$ cat config.mk
export PLATFORM = sky130hd
export DESIGN_NAME = latched_status_bank
export DESIGN_NICKNAME = d
export VERILOG_FILES = /design/src/rtl/lsb_pkg.sv /design/src/rtl/lsb_ctrl.sv /design/src/rtl/lsb_datapath.sv /design/src/rtl/latched_status_bank.sv
export SDC_FILE = /design/constraint.sdc
export NUM_CORES = 1
export LEC_CHECK = 0
export BUFFER_PORTS_ARGS = -buffer_cell sky130_fd_sc_hd__buf_4
export CAP_MARGIN = 20
export CORE_MARGIN = 1
export CORE_UTILIZATION = 51
export DETAILED_ROUTE_END_ITERATION = 10
export GPL_ROUTABILITY_DRIVEN = 0
export PLACE_DENSITY = 0.78
export SYNTH_ARGS = -nofsm -noshare
export SYNTH_HDL_FRONTEND = slang
export SYNTH_HIERARCHICAL = 1
export SYNTH_SLANG_ARGS = --single-unit
$ cat constraint.sdc
create_clock -name clk -period 1.5 [get_ports clk]
set_clock_uncertainty 0.05 [all_clocks]
set_input_delay 0.075 -clock clk [delete_from_list [all_inputs] [get_ports clk]]
set_output_delay 0.075 -clock clk [all_outputs]
set_load 0.02 [all_outputs]
$ cat src/rtl/lsb_pkg.sv
package lsb_pkg;

  localparam int WORD_W   = 32;
  localparam int IDX_MAXW = 8;

  typedef struct packed {
    logic                rdAny;
    logic                rdHit;
    logic [IDX_MAXW-1:0] wordIdx;
  } lsbCtrlT;

endpackage

$ cat src/rtl/lsb_ctrl.sv
module lsb_ctrl
  import lsb_pkg::*;
#(
  parameter int NUM_WORDS = 2,
  parameter int ADDR_W    = 2
) (
  input  logic              busValid,
  input  logic              busWrite,
  input  logic [ADDR_W-1:0] busAddr,
  output lsbCtrlT           ctrl
);

  logic isRead;
  logic inRange;

  always_comb begin
    isRead       = busValid && !busWrite;
    inRange      = 32'(busAddr) < NUM_WORDS;
    ctrl.rdAny   = isRead;
    ctrl.rdHit   = isRead && inRange;
    ctrl.wordIdx = IDX_MAXW'(busAddr);
  end

endmodule

$ cat src/rtl/lsb_datapath.sv
module lsb_datapath
  import lsb_pkg::*;
#(
  parameter int                NUM_BITS = 40,
  parameter logic [NUM_BITS-1:0] LOW_MASK = '0
) (
  input  logic                clk,
  input  logic                rst,
  input  lsbCtrlT             ctrl,
  input  logic [NUM_BITS-1:0] errIn,
  output logic                rdValid,
  output logic [WORD_W-1:0]   rdData
);

  localparam int NUM_WORDS = (NUM_BITS + WORD_W - 1) / WORD_W;
  localparam int PAD_BITS  = NUM_WORDS * WORD_W;
  localparam int IDX_W     = (NUM_WORDS > 1) ? $clog2(NUM_WORDS) : 1;
  localparam logic [PAD_BITS-1:0] LOW_PAD = PAD_BITS'(LOW_MASK);

  // errFlag = 1 means an event was captured, whatever the polarity
  logic [PAD_BITS-1:0] errFlag;
  logic [PAD_BITS-1:0] viewVec;
  logic [WORD_W-1:0]   viewWord [NUM_WORDS];

  for (genvar i = 0; i < PAD_BITS; i++) begin : g_bit
    if (i < NUM_BITS) begin : g_used
      logic clrHere;
      assign clrHere = ctrl.rdHit && (ctrl.wordIdx == IDX_MAXW'(i / WORD_W));
      always_ff @(posedge clk) begin
        if (rst) begin
          errFlag[i] <= 1'b0;
        end else begin
          // a new event beats the clear
          errFlag[i] <= (errFlag[i] && !clrHere) || errIn[i];
        end
      end
    end else begin : g_pad
      assign errFlag[i] = 1'b0;
    end
  end

  assign viewVec = errFlag ^ LOW_PAD;

  for (genvar w = 0; w < NUM_WORDS; w++) begin : g_word
    assign viewWord[w] = viewVec[w*WORD_W +: WORD_W];
  end

  always_ff @(posedge clk) begin
    if (rst) begin
      rdValid <= 1'b0;
      rdData  <= '0;
    end else begin
      rdValid <= ctrl.rdAny;
      if (ctrl.rdAny) begin
        rdData <= ctrl.rdHit ? viewWord[ctrl.wordIdx[IDX_W-1:0]] : '0;
      end
    end
  end

endmodule

$ cat src/rtl/latched_status_bank.sv
module latched_status_bank
  import lsb_pkg::*;
#(
  parameter int                  NUM_BITS = 40,
  parameter int                  ADDR_W   = 2,
  parameter logic [NUM_BITS-1:0] LOW_MASK = 40'h0F_0000_FFFF
) (
  input  logic                clk,
  input  logic                rst,
  input  logic                busValid,
  input  logic                busWrite,
  input  logic [ADDR_W-1:0]   busAddr,
  input  logic [NUM_BITS-1:0] errIn,
  output logic                rdValid,
  output logic [31:0]         rdData
);

  localparam int NUM_WORDS = (NUM_BITS + WORD_W - 1) / WORD_W;

  lsbCtrlT ctrl;

  lsb_ctrl #(
    .NUM_WORDS(NUM_WORDS),
    .ADDR_W   (ADDR_W)
  ) u_ctrl (
    .busValid(busValid),
    .busWrite(busWrite),
    .busAddr (busAddr),
    .ctrl    (ctrl)
  );

  lsb_datapath #(
    .NUM_BITS(NUM_BITS),
    .LOW_MASK(LOW_MASK)
  ) u_dp (
    .clk    (clk),
    .rst    (rst),
    .ctrl   (ctrl),
    .errIn  (errIn),
    .rdValid(rdValid),
    .rdData (rdData)
  );

endmodule

# Word level (Yosys, flattened, before mapping)
# Cells that the tools add are included.
classes:
  order_cmp: 2
  eq_ne: 1
  mux: 4
  bitwise: 2
  n_reduce_logical: 88
ops:
  columns: ["op", "count"]
  rows:
  - ["32-bit two-way mux", 4]
  - ["1-bit logical AND", 44]
  - ["1-bit logical OR", 40]
  - ["20-bit inverter", 1]
  - ["8-bit logical NOT", 1]
  - ["1-bit logical NOT", 3]
  - ["2-bit by 1-bit == test with 1-bit output (second input constant)", 1]
  - ["2-bit >= comparator (second input constant)", 1]
  - ["2-bit less-than comparator (second input constant)", 1]
  - ["1-bit inverter with 2-bit output", 1]
totals:
  register_bits: 73
  input_bits: 46
  elab_cells: 139

# Depth between registers and ports, before layout
# Gate-level depths: netlist of run 1.
depth:
  word_depth: 7
  mapped_depth: 7

# Cells and area by module
# The synthesis of run 1 kept the hierarchy.
by_module_without_submodules:
  columns: ["mod", "instances", "cells_each", "area_each_um2"]
  rows:
  - ["lsb_datapath", 1, 310, 2797.7]
  - ["lsb_ctrl", 1, 12, 90.1]

# Worst setup path after synthesis of run 1
# OpenSTA, ideal clock, no wires.
synth_timing:
  path_kind: "input port to flip-flop"
  from: "input busWrite"
  to: "register u_dp.rdData[21]"
  arrival_time_ns: 1.228
  t_required_ns: 1.390
  slack_ns: 0.163
  stages: 7
  n_path_buf: 3
  path_cell_list: "nor3b_2 -> nor2b_1 -> clkbuf_1 -> and2_1 -> clkbuf_1 -> buf_2 -> a22o_1"
synth_via:
  elab_chain_len: 4
synth_rtl:
  columns: ["item", "line_no", "source"]
  rows:
  - ["from (decl)", "latched_status_bank.sv:11", "input logic busWrite,"]
  - ["1-bit logical NOT (*)", "lsb_ctrl.sv:17", "isRead = busValid && !busWrite;"]
  - ["1-bit logical AND (*)", "lsb_ctrl.sv:17", null]
  - ["1-bit logical AND", "lsb_ctrl.sv:20", "ctrl.rdHit = isRead && inRange;"]
  - ["32-bit two-way mux", "lsb_datapath.sv:55", "rdData <= ctrl.rdHit ? viewWord[ctrl.wordIdx[IDX_W-1:0]] : '0;"]
  - ["to (signal assigned)", "lsb_datapath.sv:55", null]
  - ["to (decl)", "lsb_datapath.sv:12", "output logic [WORD_W-1:0] rdData"]
# Every way passes the cells marked *; elsewhere a longest branch is shown, timed or not.
# A chain may end at the register's enable or synchronous reset.

==> key figures, run 1 <==
Layout
  • Multi-input gate area: roughly 1100 µm²
  • N_diodes: 0
  • Post-layout nets: 478
  • FILL cells: 400
  • Register area: roughly 1500 µm²
  • Non-filler instance count after layout: between 500 and 600
  • Share of cells above drive strength 1: 0.243
  • Finished Core Util: 0.761
  • Synth-to-layout area growth: 44.2%

Logic synthesis
  • Top-count cell post-synth: dfxtp_1
  • Async SR Flop Fraction: 0
  • Post-synth top area cell: dfxtp_1
  • Syn Inst Count: around 320
  • Number of flops mapped to enable cells by yosys: 0
  • Syn avg cell area: ~9 µm²
  • Register area share after synthesis: 0.506
  • Share of the synthesized area in the top cell type: 0.506
  • Post-synth cell types: 24
  • Yosys warns: 6
  • Number of synthesized register bits: between 70 and 80
  • Top cells by count, synth: dfxtp_1 (73), nor2_1 (65), inv_1 (40), a311oi_1 (32), clkbuf_1 (16)
  • Post-synth top flop: dfxtp_1
  • Top cells by area, synth: dfxtp_1 (51%), a311oi_1 (9.7%), nor2_1 (8.4%)
  • Post-synthesis instance area: a little under 3000 µm²

Critical path
  • CP arrival: around 1.6 ns
  • Worst setup endpoint: u_dp/rdData[30]
  • FF-to-FF Start: u_dp/errFlag[36]
  • R2R cell count: 3
  • Worst setup SP type: input port
  • Critical path depth in cells: 5
  • Crit-path leading delay family: buffers and inverters
  • Slowest cell on the critical path: dlygate4sd3_1
  • Buf/Inv on CP: 2
  • Crit Reg-Reg Endpoint: u_dp/rdData[4]
  • Element type at the critical path end: register
  • Critical-path cell list: dlygate4sd3_1, buf_4, nor2b_1, and2_1, a22o_1
  • CP Class: input port to register
  • Worst EP required: 1.74 ns
  • R2R Setup Slk: around 0.60 ns
  • CP max FO: 15
  • Delay of the slowest critical-path stage: between 0.5 and 0.6 ns
  • Critical path origin: rst

Flow run
  • Max Cap Violations: 0

STA
  • Tightest Pin Transition: 0.579 ns
  • RSZ-0062 raised after global routing: false
  • Fmax: between 0.7 and 0.8 GHz
  • Rel. slew slack: 0.613
  • Setup Viol. Count Final: 0
  • Tmin final: 1.36 ns
  • WHS: roughly 0.2 ns
  • Setup total negative slack: 0 ns
  • Max-slew violation count: 0
  • Final Hold Vio Count: 0
  • Period utilization: 0.907

Floorplanning
  • Effective utilization at floorplan: 0.528
  • Io pins: roughly 80
  • Die height: 77.3 µm
  • Core ar.: 5470 µm²
  • DIE AREA: 5970 µm²
  • # rows: 27
  • Die width: 77.3 µm

Drt
  • Vias/cell: 5.17
  • DRC errors left: 0
  • First DRT Iteration DRCs: between 150 and 200
  • Vias: ~2600
  • DRT Wirelength: 7150 µm
  • First drt pass iteration count: 4
  • Post-route ant nets: 0
  • Routed wire length per instance: ~14 µm

Worst hold path
  • HP Class: input port to register
  • HP Start: busAddr[0]

Power
  • Sequential share of power: 0.451
  • Comb pwr share: 0.097
  • Pwr/cell area: approximately 1100 nW/µm²
  • Clock share of power: 0.453
  • Switching Share: 0.209
  • Int Pwr: ~0.0036 W
  • Peak VDD IR: 720 µV
  • Psw: approximately 0.00096 W
  • P_leak: between 1.5 and 2 nW

Clock network
  • H-Tree Depth: 3
  • CTS Sinks: 73
  • Worst skew pair latency: 0.35 ns
  • CTS tree: done
  • Post-CTS Setup Bufs: 0
  • CTS Buf Count: 9
  • Clock tree root driver cell: clkbuf_8
  • Maximum root-to-sink buffer count: 2
  • Worst-path clk slew: around 0.070 ns

Global routing
  • Gr ovfl total: 0
  • Vias in the first global route: between 2000 and 3000
  • Global-route wire length before repair: around 12000 µm
  • Initial antenna violation count: 0
  • Largest net degree at the start of global routing: between 40 and 50
  • Gr usage total: 0.254

Place
  • Placed Cells: 451
  • DP HPWL: around 4400 µm
  • Number of port buffers: between 70 and 80

Outcome
  • Status: finished clean
-- routing by layer --
metal  track usage  vias to the layer above  part of all wire
met2         0.428                       82              0.51
li1              -                     1299                 -
met4         0.115                        0             0.019
met5             0                        -                 0
met3        0.0667                       14             0.047
met1         0.300                     1237              0.42
-- metrics by stage --
stage / instance area, µm² / worst slack (ns) / power [W]
6_report: 4160 / 0.139 / 0.00458
5_1_grt: 4160 / 0.0557 / 0.00476
4_1_cts: 4160 / 0.0638 / 0.00461
3_5_place_dp: 3460 / -0.0116 / 0.00246
3_3_place_gp: 3460 / 0.0389 / 0.00244
2_1_floorplan: 2910 / 0.163 / 0.00230
-- flip-flops by register name, summed over array words and instances, names as in the netlist --
register,cells
u_dp/rdData,32
u_dp/rdValid,1
u_dp/errFlag,40
-- power by group through the flow --
| stage | sequential (W) | clock (W) | combinational [W] |
|---|---|---|---|
| final | 0.00207 | 0.00207 | 0.000443 |
| after global routing | 0.00207 | 0.00220 | 0.000485 |
| after CTS | 0.00206 | 0.00210 | 0.000436 |
| after detailed placement | 0.00211 | 0 | 0.000349 |
| after global placement | 0.00211 | 0 | 0.000335 |
| after floorplan | 0.00211 | 0 | 0.000197 |
-- repair_timing --
| item | CTS | global route |
|---|---|---|
| hold buffers | 42 | 0 |
| setup endpoints to repair | 0 | 15 |
| endpoints found under the hold margin | 41 | 0 |
| gates resized for setup | 0 | 1 |
-- cells by family (layout without fill, tap and decap cells) --
group	after synthesis	after routing	synth area share
AO/OA/AOI/OAI	76	76	0.203
buffers and inverters	72	182	0.116
flip-flops	73	73	0.506
multiplexers	4	4	0.0139
other	1	6	0.00130
AND/OR/NAND/NOR	96	96	0.159
-- worst min-delay path, stage by stage --
cell     delay [ns]
buf_4          0.20
mux2i_1        0.10
a21oi_1        0.12
nor2_1         0.05
-- cell usage in the layout (no fill, tap or decap), types with 4 or more instances in the layout --
master,Yosys,final
a211oi_1,8,8
a21oi_1,9,9
a22o_1,15,15
a311oi_1,32,32
a31oi_1,8,8
and2_1,6,6
buf_4,9,83
bufinv_16,0,4
clkbuf_8,0,11
conb_1,1,6
dfxtp_1,73,73
dlygate4sd3_1,0,42
inv_1,40,40
mux2i_1,4,4
nand2b_1,5,5
nor2_1,65,64
nor2b_1,15,13
o21ai_0,4,4
-- area by class of cell --
type	count	share of cell area
Clock inverter	5	0.0300
Sequential cell	73	0.351
Tap cell	72	0.0216
Timing Repair Buffer	126	0.255
Inverter	40	0.0361
Multi-Input combinational cell	182	0.270
Clock buffer	11	0.0364
-- how the worst min path moves through the flow --
stage                           endpoint  depth (start not counted)
after floorplan             u_dp/rdValid                          1
after global routing      u_dp/rdData[7]                          4
after global placement      u_dp/rdValid                          2
after CTS                 u_dp/rdData[3]                          4
final                     u_dp/rdData[3]                          4
after detailed placement    u_dp/rdValid                          2
Power figures use the tool's default switching activity.
==> run 2: changes to the inputs <==
--- a/config.mk
+++ b/config.mk
@@ -8,10 +8,10 @@
 export BUFFER_PORTS_ARGS = -buffer_cell sky130_fd_sc_hd__buf_4
 export CAP_MARGIN = 20
 export CORE_MARGIN = 1
-export CORE_UTILIZATION = 51
+export CORE_UTILIZATION = 55
 export DETAILED_ROUTE_END_ITERATION = 10
 export GPL_ROUTABILITY_DRIVEN = 0
-export PLACE_DENSITY = 0.78
+export PLACE_DENSITY = 0.83
 export SYNTH_ARGS = -nofsm -noshare
 export SYNTH_HDL_FRONTEND = slang
 export SYNTH_HIERARCHICAL = 1
==> constraint.sdc (replaced) <==
create_clock -name clk -period 1.7 [get_ports clk]
set_clock_uncertainty 0.05 [all_clocks]
set_input_delay 0.085 -clock clk [delete_from_list [all_inputs] [get_ports clk]]
set_output_delay 0.085 -clock clk [all_outputs]
set_load 0.02 [all_outputs]
==> run 2 against run 1 <==
- worst hold slack worse by 0.16 ns
- clock-buffer cell count shrank 2
- critical path depth rose by 2
- total power down 22%
- clock power down 35%
- sequential power down 12%
- critical path type unchanged
==> key figures, run 2 (same netlist as run 1, synthesis figures left out) <==
Outcome
  • Status: finished clean

Drt
  • DRC errors left: 0
  • First drt pass iteration count: 6
  • Vias/cell: approximately 5.2
  • First DRT Iteration DRCs: between 200 and 250
  • Post-route ant nets: 0
  • Routed wire length per instance: approximately 14 µm
  • Vias: 2653
  • DRT Wirelength: 7130 µm

Critical path
  • CP most frequent cell: buf_4
  • R2R cell count: 3
  • Critical path origin: busWrite
  • Slowest cell on the critical path: dlygate4sd3_1
  • R2R Setup Slk: roughly 0.80 ns
  • CP max FO: 19
  • Critical-path cell list: buf_4, dlygate4sd3_1, nor2b_2, buf_4, nor2_1, buf_4, a22o_1
  • CP Class: input port to register
  • CP arrival: 1.64 ns
  • FF-to-FF Start: u_dp/errFlag[32]
  • Worst setup SP type: input port
  • Element type at the critical path end: register
  • Delay of the slowest critical-path stage: 0.56 ns
  • Crit Reg-Reg Endpoint: u_dp/rdData[0]
  • Worst EP required: between 1.5 and 2 ns

Worst hold path
  • Hold path depth: 2
  • Endpoint, Worst Hold: u_dp/rdData[15]
  • HP Class: input port to register
  • HP Start: rst

Layout
  • Regs by FF count: u_dp/errFlag x40, u_dp/rdData x32, u_dp/rdValid x1
  • Post-layout nets: about 480
  • Finished Core Util: 0.804
  • Share of cells above drive strength 1: 0.247
  • Largest Register: u_dp/errFlag
  • Most common cell after layout, fill and taps aside: buf_4
  • Post-route cell area: just over 4000 µm²
  • N_diodes: 0
  • Most frequent cells in the layout: buf_4 (86), dfxtp_1 (73), nor2_1 (65)
  • Register area: ~1500 µm²
  • Multi-input gate area: about 1100 µm²
  • Largest register FFs: 40
  • FILL cells: between 300 and 400
  • Synth-to-layout area growth: 41.2%

STA
  • Setup Viol. Count Final: 0
  • Period utilization: 0.862
  • RSZ-0062 raised after global routing: false
  • WHS: 0.0391 ns
  • Setup total negative slack: 0 ns
  • Max-slew violation count: 0
  • Fmax: between 0.6 and 0.7 GHz
  • Tmin final: between 1 and 1.5 ns
  • Final Hold Vio Count: 0

Place
  • DP HPWL: between 4000 and 5000 µm
  • Number of port buffers: just under 80
  • DP Area: 3460 µm²

Clock network
  • CTS Sinks: 73
  • H-Tree Depth: 3
  • CTS tree: done
  • Worst-path clk slew: around 0.080 ns
  • CTS Buf Count: 9
  • Clock tree root driver cell: clkbuf_8
  • Maximum root-to-sink buffer count: 2
  • Worst skew pair latency: 0.34 ns

Floorplanning
  • Die height: 74.5 µm
  • Die width: ~74 µm
  • # rows: 26
  • DIE AREA: between 5000 and 6000 µm²
  • Io pins: a little under 80
  • Core ar.: slightly above 5000 µm²
  • Effective utilization at floorplan: 0.569

Power
  • P_leak: between 1.5 and 2 nW
  • Pwr Total: between 0.003 and 0.004 W
  • Peak VDD IR: roughly 520 µV
  • Pwr/cell area: 874 nW/µm²

Global routing
  • Initial antenna violation count: 0
  • Largest net degree at the start of global routing: 36
  • Vias in the first global route: 2366
  • Gr ovfl total: 0
  • Global-route wire length before repair: around 11000 µm
  • Gr usage total: 0.261

Flow run
  • Max Cap Violations: 0
run 2: cell types whose count changed in the layout (fill, tap and decap cells not counted), moves of 2 or more:
| cell | delta |
|---|---|
| bufinv_16 | -3 |
| buf_4 | +3 |
| clkbuf_8 | -2 |
| clkinvlp_4 | +3 |
| clkinv_4 | +2 |
run 2: layout make-up:
cell class	count	area share
flip-flops and latches	73	0.358
repair buffers	127	0.259
well taps	70	0.0215
clock inverters	7	0.0193
clock buffers	9	0.0304
multi-input cells	182	0.275
inverters	40	0.0368
run 2: how the worst max path moves through the flow:
stage	end
floorplan	u_dp/rdData[21]
global placement	u_dp/rdData[25]
detailed placement	u_dp/rdData[16]
CTS	u_dp/rdData[30]
global route	u_dp/rdData[22]
finish	u_dp/rdData[30]
run 2: through the flow:
step / setup slack [ns] / cells
after floorplan: 0.353 / 327
after global placement: 0.284 / 451
after detailed placement: 0.203 / 451
after CTS: 0.0984 / 508
after global routing: 0.195 / 508
final: 0.234 / 508
run 2: worst max-delay path, delay by kind of cell:
kind | cells | cell delay (ns)
AO/OA/AOI/OAI | 1 | 0.19
AND/OR/NAND/NOR | 2 | 0.23
buffers and inverters | 4 | 1.12
run 2: power by group:
group          switching, W  total, W  internal (W)
Sequential        0.0000388   0.00182       0.00178
Combinational      0.000179  0.000393      0.000214
Clock              0.000662   0.00135      0.000686
run 2: layer usage:
metal,part of all wire,GRT usage,vias to the layer above
met3,0.046,0.0528,19
met4,0.025,0.153,0
met5,0,0,-
met1,0.42,0.317,1235
li1,-,-,1300
met2,0.50,0.429,99
run 2: what timing repair did:
item,CTS,global route
hold endpoints to repair,41,0
gates resized for setup,0,1
endpoints found under the setup margin,0,5
buffers inserted,0,0
hold buffers,41,0
==> run 3: changes to the inputs <==
--- a/config.mk
+++ b/config.mk
@@ -8,10 +8,9 @@
 export BUFFER_PORTS_ARGS = -buffer_cell sky130_fd_sc_hd__buf_4
 export CAP_MARGIN = 20
 export CORE_MARGIN = 1
-export CORE_UTILIZATION = 55
+export CORE_UTILIZATION = 40
 export DETAILED_ROUTE_END_ITERATION = 10
 export GPL_ROUTABILITY_DRIVEN = 0
-export PLACE_DENSITY = 0.83
 export SYNTH_ARGS = -nofsm -noshare
 export SYNTH_HDL_FRONTEND = slang
 export SYNTH_HIERARCHICAL = 1
==> run 3 against run 2 <==
- via count is 6.3% lower
- maximum frequency is 7.6% lower
- clock power is 4% higher
- worst setup slack worse by 0.12 ns
- wire length is 4.4% lower
- register-to-register slack worse by 0.38 ns
- design area is 0.61% higher
- die area is 36% higher
- total power is 1.3% higher
==> key figures, run 3 (same netlist as run 1, synthesis figures left out) <==
Floorplanning
  • Die height: just under 90 µm
  • # rows: 30
  • Io pins: 79
  • Effective utilization at floorplan: 0.420
  • DIE AREA: 7560 µm²
  • Core ar.: just under 7000 µm²
  • Die width: 87.0 µm

STA
  • Tmin final: 1.59 ns
  • Max-slew violation count: 0
  • Period utilization: 0.934
  • Setup Viol. Count Final: 0
  • Final Hold Vio Count: 0
  • Fmax: ~0.63 GHz
  • Rel. slew slack: 0.341
  • WHS: 0.00883 ns
  • Setup total negative slack: 0 ns
  • Tightest Pin Transition: slightly below 1 ns
  • RSZ-0062 raised after global routing: false

Power
  • P_leak: 1.88 nW
  • Clock share of power: 0.390
  • Peak VDD IR: between 400 and 500 µV
  • Pwr/cell area: slightly below 900 nW/µm²
  • Int Pwr: between 0.002 and 0.003 W
  • Pwr Total: between 0.003 and 0.004 W
  • Switching Share: 0.227
  • Sequential share of power: 0.504
  • Psw: 0.000818 W
  • Comb pwr share: 0.105

Flow run
  • Max Cap Violations: 0

Layout
  • Largest Register: u_dp/errFlag
  • Synth-to-layout area growth: 42.1%
  • Share of cells above drive strength 1: 0.236
  • Finished Core Util: 0.597
  • N_diodes: 0
  • Post-layout nets: roughly 480
  • Most frequent cells in the layout: buf_4 (83), dfxtp_1 (73), nor2_1 (65)
  • Regs by FF count: u_dp/errFlag x40, u_dp/rdData x32, u_dp/rdValid x1
  • Post-route cell area: between 4000 and 5000 µm²
  • Most common cell after layout, fill and taps aside: buf_4
  • Largest register FFs: 40

Drt
  • Post-route ant nets: 0
  • DRT Wirelength: between 6000 and 7000 µm
  • Vias: 2485
  • First DRT Iteration DRCs: 96
  • DRC errors left: 0
  • Vias/cell: 4.67
  • Routed wire length per instance: approximately 13 µm
  • First drt pass iteration count: 4

Clock network
  • H-Tree Depth: 3
  • Worst-path clk slew: approximately 0.07 ns
  • Post-CTS Setup Bufs: 0
  • Maximum root-to-sink buffer count: 2
  • Clock tree root driver cell: clkbuf_8
  • Worst skew pair latency: approximately 0.34 ns
  • CTS Sinks: between 70 and 80
  • CTS Buf Count: 9
  • CTS tree: done

Global routing
  • Global-route wire length before repair: between 10000 and 15000 µm
  • Gr usage total: 0.185
  • Vias in the first global route: between 2000 and 2500
  • Initial antenna violation count: 0
  • Largest net degree at the start of global routing: 43
  • Gr ovfl total: 0

Critical path
  • Crit-path leading delay family: buffers and inverters
  • Delay of the slowest critical-path stage: 0.58 ns
  • CP Class: input port to register
  • Worst setup SP type: input port
  • Critical path origin: busAddr[1]
  • Worst EP required: approximately 1.9 ns
  • CP max FO: 41
  • Buf/Inv on CP: 3
  • CP most frequent cell: buf_4
  • Slowest cell on the critical path: dlygate4sd3_1
  • Critical-path cell list: buf_4, nor3b_2, nor2b_4, buf_4, a311oi_1, dlygate4sd3_1
  • Element type at the critical path end: register
  • FF-to-FF Start: u_dp/errFlag[29]
  • CP arrival: between 1.5 and 2 ns

Worst hold path
  • HP Start: rst
  • HP Class: input port to register

Place
  • Number of port buffers: a little under 80
  • DP HPWL: between 4000 and 5000 µm
  • DP Area: around 3500 µm²

Outcome
  • Status: finished clean
-- run 3: metal layers --
metal / part of all wire / GRT usage / vias up
met5: 0 / 0 / -
met4: 0.024 / 0.102 / 0
met3: 0.042 / 0.0341 / 14
met2: 0.46 / 0.298 / 62
met1: 0.47 / 0.235 / 1109
li1: - / - / 1300
-- run 3: per-stage QoR --
stage | worst slack, ns | instances
finish | 0.113 | 532
global route | 0.0302 | 532
CTS | 0.0831 | 532
detailed placement | 0.205 | 474
global placement | 0.222 | 474
floorplan | 0.353 | 327
-- run 3: area by class of cell --
cell class	instances	area, µm²
Timing Repair Buffer	125	1040
Fill cell	605	2770
Inverter	40	150
Clock buffer	14	173
Multi-Input combinational cell	182	1120
Sequential cell	73	1460
Clock inverter	2	35.0
Tap cell	96	120
-- run 3: power by group through the flow --
stage          sequential, W  combinational, W  clock [W]
2_1_floorplan        0.00186          0.000174          0
3_3_place_gp         0.00186          0.000300          0
3_5_place_dp         0.00186          0.000305          0
4_1_cts              0.00182          0.000382    0.00144
5_1_grt              0.00183          0.000419    0.00151
6_report             0.00182          0.000380    0.00141
-- run 3: path summary, 6_finish.rpt --
check	depth (start not counted)	end	slack, ns
max	6	u_dp/errFlag[29]	0.11
min	2	u_dp/rdData[12]	0.009
max reg2reg	3	u_dp/errFlag[29]	0.42
min reg2reg	2	u_dp/rdData[4]	0.42
-- run 3: timing repair --
| action | 4_1_cts | 5_1_grt |
|---|---|---|
| hold buffers | 42 | 0 |
| resized for setup | 0 | 1 |
| endpoints found under the hold margin | 41 | 0 |
| endpoints found under the setup margin | 0 | 4 |
